--- src/rtl/pad_gate_pkg.sv ---
package pad_gate_pkg;

  localparam int WORD_W          = 32;
  localparam int OWN_FIELD_W     = 4;
  localparam int FIELDS_PER_WORD = WORD_W / OWN_FIELD_W;
  localparam int MAX_GROUP_PADS  = 32;

  typedef enum logic [1:0] {
    KIND_OWN  = 2'd0,
    KIND_HOST = 2'd1,
    KIND_LOCK = 2'd2,
    KIND_NONE = 2'd3
  } reg_kind_e;

endpackage

--- src/rtl/pad_gate_regs.sv ---
module pad_gate_regs
  import pad_gate_pkg::*;
#(
  parameter int NUM_PADS   = 40,
  parameter int GROUP_PADS = 16,
  parameter int NOWN       = 5,
  parameter int NGRP       = 3,
  parameter int ADDR_W     = 4
) (
  input  logic                clk,
  input  logic                rst,
  input  logic                wr_en,
  input  logic                rd_en,
  input  logic [ADDR_W-1:0]   addr,
  input  logic [WORD_W-1:0]   wdata,
  output logic [WORD_W-1:0]   rdata,
  output logic [NUM_PADS-1:0] pad_owned,
  output logic [NUM_PADS-1:0] pad_unlocked,
  output logic [NUM_PADS-1:0] pad_hostmode
);

  localparam int HOST_BASE = NOWN;
  localparam int LOCK_BASE = NOWN + NGRP;
  localparam int END_ADDR  = NOWN + 3 * NGRP;
  localparam int OWN_IW    = (NOWN > 1) ? $clog2(NOWN) : 1;
  localparam int GRP_IW    = (NGRP > 1) ? $clog2(NGRP) : 1;

  logic [WORD_W-1:0]     own_q   [NOWN];
  logic [GROUP_PADS-1:0] host_q  [NGRP];
  logic [GROUP_PADS-1:0] cfglk_q [NGRP];
  logic [GROUP_PADS-1:0] txlk_q  [NGRP];

  reg_kind_e         kind;
  logic [ADDR_W-1:0] off;
  logic [OWN_IW-1:0] own_idx;
  logic [GRP_IW-1:0] grp_idx;
  logic              lock_tx;

  // address decode
  always_comb begin
    kind = KIND_NONE;
    off  = '0;
    if (32'(addr) < 32'(HOST_BASE)) begin
      kind = KIND_OWN;
      off  = addr;
    end else if (32'(addr) < 32'(LOCK_BASE)) begin
      kind = KIND_HOST;
      off  = addr - ADDR_W'(HOST_BASE);
    end else if (32'(addr) < 32'(END_ADDR)) begin
      kind = KIND_LOCK;
      off  = addr - ADDR_W'(LOCK_BASE);
    end
  end

  assign own_idx = off[OWN_IW-1:0];
  assign lock_tx = off[0];
  assign grp_idx = (kind == KIND_LOCK) ? off[GRP_IW:1] : off[GRP_IW-1:0];

  // privileged write path
  always_ff @(posedge clk) begin
    if (rst) begin
      for (int i = 0; i < NOWN; i++) own_q[i] <= '0;
      for (int g = 0; g < NGRP; g++) begin
        host_q[g]  <= '1;
        cfglk_q[g] <= '0;
        txlk_q[g]  <= '0;
      end
    end else if (wr_en) begin
      case (kind)
        KIND_OWN:  own_q[own_idx]  <= wdata;
        KIND_HOST: host_q[grp_idx] <= wdata[GROUP_PADS-1:0];
        KIND_LOCK: begin
          if (lock_tx) txlk_q[grp_idx]  <= wdata[GROUP_PADS-1:0];
          else         cfglk_q[grp_idx] <= wdata[GROUP_PADS-1:0];
        end
        default: ;
      endcase
    end
  end

  // registered read path, holds between reads
  always_ff @(posedge clk) begin
    if (rst) begin
      rdata <= '0;
    end else if (rd_en) begin
      case (kind)
        KIND_OWN:  rdata <= own_q[own_idx];
        KIND_HOST: rdata <= WORD_W'(host_q[grp_idx]);
        KIND_LOCK: rdata <= lock_tx ? WORD_W'(txlk_q[grp_idx])
                                    : WORD_W'(cfglk_q[grp_idx]);
        default:   rdata <= '0;
      endcase
    end
  end

  // per-pad state unpacking
  for (genvar p = 0; p < NUM_PADS; p++) begin : g_pad
    localparam int WI = p / FIELDS_PER_WORD;
    localparam int SH = (p % FIELDS_PER_WORD) * OWN_FIELD_W;
    localparam int GI = p / GROUP_PADS;
    localparam int BI = p % GROUP_PADS;
    assign pad_owned[p]    = (own_q[WI][SH +: OWN_FIELD_W] == '0);
    assign pad_unlocked[p] = !(cfglk_q[GI][BI] || txlk_q[GI][BI]);
    assign pad_hostmode[p] = host_q[GI][BI];
  end

  // reads of unmapped addresses return zero
  p_unmapped_zero_r7: assert property (@(posedge clk) disable iff (rst)
    (rd_en && kind == KIND_NONE) |=> (rdata == '0));

  // read data is held between read strobes
  p_rdata_hold_r7: assert property (@(posedge clk) disable iff (rst)
    !rd_en |=> $stable(rdata));

endmodule

--- src/rtl/pad_gate_access.sv ---
module pad_gate_access #(
  parameter int NUM_PADS   = 40,
  parameter int GROUP_PADS = 16,
  parameter int NGRP       = 3,
  parameter int IDX_W      = 6
) (
  input  logic                clk,
  input  logic                rst,
  input  logic                req_valid,
  input  logic                req_group,
  input  logic [IDX_W-1:0]    req_idx,
  input  logic [NUM_PADS-1:0] pad_ok,
  output logic                grant,
  output logic                reject
);

  logic [NGRP-1:0] grp_ok;
  logic            allow;

  // one AND tree per group; absent positions of a partial group count as usable
  for (genvar g = 0; g < NGRP; g++) begin : g_grp
    logic [GROUP_PADS-1:0] bits;
    for (genvar i = 0; i < GROUP_PADS; i++) begin : g_bit
      if (g * GROUP_PADS + i < NUM_PADS) begin : g_real
        assign bits[i] = pad_ok[g * GROUP_PADS + i];
      end else begin : g_pad_fill
        assign bits[i] = 1'b1;
      end
    end
    assign grp_ok[g] = &bits;
  end

  always_comb begin
    allow = 1'b0;
    if (req_group) begin
      for (int g = 0; g < NGRP; g++)
        if (32'(req_idx) == 32'(g)) allow = grp_ok[g];
    end else begin
      for (int p = 0; p < NUM_PADS; p++)
        if (32'(req_idx) == 32'(p)) allow = pad_ok[p];
    end
  end

  always_ff @(posedge clk) begin
    if (rst) begin
      grant  <= 1'b0;
      reject <= 1'b0;
    end else begin
      grant  <= req_valid && allow;
      reject <= req_valid && !allow;
    end
  end

endmodule

--- src/rtl/pad_gate_event.sv ---
module pad_gate_event #(
  parameter int NUM_PADS = 40
) (
  input  logic                clk,
  input  logic                rst,
  input  logic [NUM_PADS-1:0] evt_raw,
  input  logic [NUM_PADS-1:0] hostmode,
  output logic [NUM_PADS-1:0] evt_gated
);

  always_ff @(posedge clk) begin
    if (rst) evt_gated <= '0;
    else     evt_gated <= evt_raw & hostmode;
  end

  // a pad in firmware mode never passes an event
  p_fw_silent_r8: assert property (@(posedge clk) disable iff (rst)
    ((evt_gated & ~$past(hostmode)) == '0));

endmodule

--- src/rtl/pad_gate.sv ---
module pad_gate
  import pad_gate_pkg::*;
#(
  parameter int NUM_PADS   = 40,
  parameter int GROUP_PADS = 16,
  localparam int NOWN      = (NUM_PADS + FIELDS_PER_WORD - 1) / FIELDS_PER_WORD,
  localparam int NGRP      = (NUM_PADS + GROUP_PADS - 1) / GROUP_PADS,
  localparam int NWORDS    = NOWN + 3 * NGRP,
  localparam int ADDR_W    = $clog2(NWORDS),
  localparam int IDX_W     = (NUM_PADS > 1) ? $clog2(NUM_PADS) : 1
) (
  input  logic                clk,
  input  logic                rst,
  input  logic                cfg_wr_en,
  input  logic                cfg_rd_en,
  input  logic [ADDR_W-1:0]   cfg_addr,
  input  logic [WORD_W-1:0]   cfg_wdata,
  output logic [WORD_W-1:0]   cfg_rdata,
  input  logic                req_valid,
  input  logic                req_group,
  input  logic [IDX_W-1:0]    req_idx,
  output logic                req_grant,
  output logic                req_reject,
  input  logic [NUM_PADS-1:0] evt_raw,
  output logic [NUM_PADS-1:0] evt_gated
);

  logic [NUM_PADS-1:0] pad_owned;
  logic [NUM_PADS-1:0] pad_unlocked;
  logic [NUM_PADS-1:0] pad_hostmode;
  logic [NUM_PADS-1:0] pad_usable;

  pad_gate_regs #(
    .NUM_PADS  (NUM_PADS),
    .GROUP_PADS(GROUP_PADS),
    .NOWN      (NOWN),
    .NGRP      (NGRP),
    .ADDR_W    (ADDR_W)
  ) u_regs (
    .clk         (clk),
    .rst         (rst),
    .wr_en       (cfg_wr_en),
    .rd_en       (cfg_rd_en),
    .addr        (cfg_addr),
    .wdata       (cfg_wdata),
    .rdata       (cfg_rdata),
    .pad_owned   (pad_owned),
    .pad_unlocked(pad_unlocked),
    .pad_hostmode(pad_hostmode)
  );

  assign pad_usable = pad_owned & pad_unlocked;

  pad_gate_access #(
    .NUM_PADS  (NUM_PADS),
    .GROUP_PADS(GROUP_PADS),
    .NGRP      (NGRP),
    .IDX_W     (IDX_W)
  ) u_access (
    .clk      (clk),
    .rst      (rst),
    .req_valid(req_valid),
    .req_group(req_group),
    .req_idx  (req_idx),
    .pad_ok   (pad_usable),
    .grant    (req_grant),
    .reject   (req_reject)
  );

  pad_gate_event #(
    .NUM_PADS(NUM_PADS)
  ) u_event (
    .clk      (clk),
    .rst      (rst),
    .evt_raw  (evt_raw),
    .hostmode (pad_hostmode),
    .evt_gated(evt_gated)
  );

  // grant and reject never coincide
  p_excl_r6: assert property (@(posedge clk) disable iff (rst)
    !(req_grant && req_reject));

  // each request gets exactly one response in the next cycle
  p_one_resp_r6: assert property (@(posedge clk) disable iff (rst)
    req_valid |=> (req_grant ^ req_reject));

  // no response without a request
  p_no_spurious_r6: assert property (@(posedge clk) disable iff (rst)
    !req_valid |=> !(req_grant || req_reject));

endmodule

--- config.mk ---
export PLATFORM = sky130hd
export DESIGN_NAME = pad_gate
export DESIGN_NICKNAME = d
export VERILOG_FILES = /design/src/rtl/pad_gate_pkg.sv /design/src/rtl/pad_gate_regs.sv /design/src/rtl/pad_gate_access.sv /design/src/rtl/pad_gate_event.sv /design/src/rtl/pad_gate.sv
export SDC_FILE = /design/constraint.sdc
export NUM_CORES = 1
export LEC_CHECK = 0
export CAP_MARGIN = 20
export CORE_MARGIN = 2
export CORE_UTILIZATION = 63
export CTS_BUF_LIST = sky130_fd_sc_hd__clkbuf_16
export CTS_CLUSTER_SIZE = 40
export DETAILED_ROUTE_END_ITERATION = 6
export GPL_TIMING_DRIVEN = 0
export PLACE_DENSITY = 0.85
export SLEW_MARGIN = 20
export SYNTH_ARGS = -nofsm -noshare
export SYNTH_HDL_FRONTEND = slang
export SYNTH_SLANG_ARGS = --single-unit
--- constraint.sdc ---
create_clock -name clk -period 15.3 [get_ports clk]
set_input_delay 1.53 -clock clk [delete_from_list [all_inputs] [get_ports clk]]
set_output_delay 1.53 -clock clk [all_outputs]
set_load 0.05 [all_outputs]
==> results by group <==
Run status
  – Status: completed

Synth
  – Sequential share of the synthesized area: 64.7%
  – Post-Syn Area: 0.0227 mm^2
  – Post-synth top cells: edfxtp_1, and2_1, mux4_2
  – Leading area contributor after synthesis: edfxtp_1
  – #FFs+latches synth: 515
  – Ys async rst share: 0%
  – Multiplexer share of the synthesized area: 10.8%
  – Largest family of logic cells by synthesized area: simple AND/OR/NAND/NOR gates
  – Mapped Cells: 1,602
  – Top FF cell, synth: edfxtp_1
  – Adder-Cell Fraction of Synth Area: 0.0550%
  – Most frequent cell after synthesis: edfxtp_1
  – Syn. warnings: 0
  – Largest cells by area after synthesis: edfxtp_1, mux4_2, and2_1
  – Yosys top cell area share: 58.2%
  – Post-Synth Simple-Gate Area: 17.0%
  – EDFF count, synth: 441
  – Post-Synth XOR/XNOR Area: 0.0385%
  – Post-Syn Area per Cell: 14.2 um^2
  – Yosys cell types: 74
  – Synth Area in Compound Gates: 5.11%

Final layout
  – Area growth syn-to-layout: 18.0%
  – Inserted Diodes: 0
  – Fin area: 0.0268 mm^2
  – Nets: 1,937
  – # fillers: 2,210
  – Layout cells sized above 1: 12.8%

Floorplan
  – Die Y-Extent: 194 um
  – Horiz. Die Dim: 194 um
  – Core box area: 0.0356 mm^2
  – # IOs: 162
  – Die area: 0.0376 mm^2
  – Site Rows: 69
  – Initial Utilization: 63.9%

Critical path
  – Reg-to-Reg Start: u_regs.cfglk_q[2][4]
  – Crit Path Category: input port to flip-flop
  – Worst endpoint required time: 15.52 ns
  – CP Capture Type: flip-flop
  – Worst Setup Start Kind: input port
  – R2r setup slk: 12.37 ns
  – Worst R2R Path Depth: 7
  – Reg-to-reg endpoint: u_access.grant
  – Crit-path max FO: 32
  – Critical Path AT: 6.71 ns

Power
  – Combinational share of power: 12.0%
  – Max rail drop VDD: 0.114 mV
  – Sw power: 0.000840 W
  – Clock power frac: 37.1%
  – Leakage: 9.26 nW
  – Final Power: 0.00322 W
  – P per Cell Area: 120 mW/mm^2
  – Switching share of power: 26.1%
  – P_int: 0.00238 W
  – Share of power burned in registers: 50.9%

Global routing
  – Vias in the first global route: 16,400
  – Gr ovfl total: 0
  – GR Util All Layers: 44.4%
  – Initial antenna violation count: 2
  – Largest net degree at the start of global routing: 33
  – Global-route wire length before repair: 117 mm

STA
  – Hold Vio Cnt, Final: 0
  – Clock Skew: 0.0198 ns
  – Slew @ Worst Pin: 1.18 ns
  – Final Setup Violations: 0
  – Fin Setup TNS: 0 ns
  – RSZ-0062 raised after global routing: no
  – Final Max Tran Viols: 0
  – Final worst setup slack: 8.82 ns
  – Fmax: 0.154 GHz
  – Final worst path period need: 6.48 ns
  – Fin crit share: 42.4%
  – Slew HR: 21.0%

Clock network
  – Insertion delay to the later sink of the worst-skew pair: 0.61 ns
  – H-tree Lvls: 2
  – Hold Buf Count CTS: 0
  – Num Clock Sinks: 515
  – Clk pin slew, worst setup/hold paths: 0.06 ns
  – CTS max path bufs: 3
  – Clock buffer count from CTS: 50
  – CTS tree: yes
  – Clock Root Buffer: clkbuf_16
  – # resized after CTS: 0
  – # Post-CTS Setup Buffers: 0

Placement
  – Place WS: 8.19 ns
  – Post-DP HPWL: 60.7 mm
  – RePlAce Congestion: 1.03
  – Post-DP Area: 0.0252 mm^2
  – PortBufs: 156

Drt
  – Final routed DRC violation total: 0
  – Routed wl met2: 38.0 mm
  – Initial DRC count: 2,423
  – Via density: 7.16
  – Final antenna-violating net count: 0
  – Final wirelength: 83.2 mm
  – Wl on met1: 28.1 mm
  – DR vias: 16,800
  – DR WL/cell: 35.4 um
  – DR top layer: met5
  – Drt pass-1 iters: 7
  – WL met3: 12.1 mm

Worst hold path
  – Worst hold path startpoint: u_regs.rdata[19]
  – Worst hold stages: 2
  – Hold path endpoint: u_regs.rdata[19]
  – Worst hold path class: flip-flop to flip-flop

Flow run
  – Number of max-cap violations: 0
## sequential cells by signal, indices dropped and copies added, names as in the netlist
| name | cells |
|---|---|
| u_regs.own_q | 256 |
| u_regs.host_q | 64 |
| u_regs.txlk_q | 61 |
| u_regs.cfglk_q | 60 |
| u_event.evt_gated | 40 |
| u_regs.rdata | 32 |
| u_access.grant | 1 |
| u_access.reject | 1 |
## metal layers
layer / global-route usage [%] / vias up
met3: 13.6 / 308
met4: 22.1 / 2
li1: - / 6605
met5: 0 / -
met1: 57.5 / 8257
met2: 69.0 / 1660
## power groups by stage
| stage | combinational (W) | clock, W | sequential, W |
|---|---|---|---|
| 2_1_floorplan | 0.000179 | 0 | 0.00167 |
| 3_5_place_dp | 0.000368 | 0 | 0.00166 |
| 5_1_grt | 0.000393 | 0.00124 | 0.00164 |
| 3_3_place_gp | 0.000359 | 0 | 0.00166 |
| 4_1_cts | 0.000372 | 0.00118 | 0.00164 |
| 6_report | 0.000386 | 0.00120 | 0.00164 |
## worst max path at each step
stage | startpoint | endpoint
2_1_floorplan | cfg_addr[0] | u_regs.own_q[5][0]
3_3_place_gp | cfg_addr[0] | u_regs.own_q[5][25]
3_5_place_dp | cfg_addr[0] | u_regs.own_q[3][13]
4_1_cts | cfg_addr[0] | u_regs.own_q[3][27]
5_1_grt | cfg_addr[0] | u_regs.own_q[3][26]
6_report | cfg_addr[0] | u_regs.own_q[3][26]
## placed cells by master (no fill, tap or decap), types with 15 or more instances in the layout
master	count
a21oi_1	22
a31oi_1	17
and2_1	259
and3_1	42
buf_2	15
clkbuf_1	73
clkbuf_16	52
clkdlybuf4s50_1	156
clkinv_1	15
conb_1	25
dfxtp_1	74
edfxtp_1	441
inv_1	19
mux2i_1	48
mux4_2	80
nand2_1	70
nand2b_1	37
nand3_1	23
nand4_1	20
nor2_1	72
nor2b_1	18
nor3_1	15
nor4_1	42
o22ai_1	15
or3_1	17
## through the flow
step           utilization, %  hold WS (ns)  cells
3_3_place_gp             70.2         0.456   2243
2_1_floorplan               -         0.464   1626
6_report                 75.5         0.465   2350
4_1_cts                  75.3         0.464   2348
3_5_place_dp             71.0         0.465   2255
5_1_grt                  75.5         0.489   2350
## critical path, stage by stage
cell and delay (ns):
buf_2 0.19, inv_1 0.22, clkbuf_1 0.84, ha_1 0.39
nor2b_1 0.07, buf_4 0.17, nor2_1 0.87, nand3b_1 0.58
nor3_1 1.06, or2_4 0.76
## final cells by class
class | instances | area, um^2 | share of cell area [%]
buffer | 105 | 490 | 1.83
clock buffer | 52 | 1300 | 4.85
clock inverter | 41 | 254 | 0.946
inverter | 7 | 26.3 | 0.0979
multi-input combinational | 999 | 7700 | 28.7
sequential | 515 | 14700 | 54.9
tap | 461 | 577 | 2.15
timing repair buffer | 170 | 1770 | 6.60
## kinds of logic (layout without fill, tap and decap cells)
logic type / count (synthesis) / in the layout
xor+xnor: 1 / 1
flops: 515 / 515
mux: 143 / 143
simple gates: 668 / 668
other cells: 1 / 25
fa+ha+maj: 1 / 1
compound gates: 161 / 161
buf+inv: 112 / 375
No activity file was read; power rests on OpenSTA's default activity.
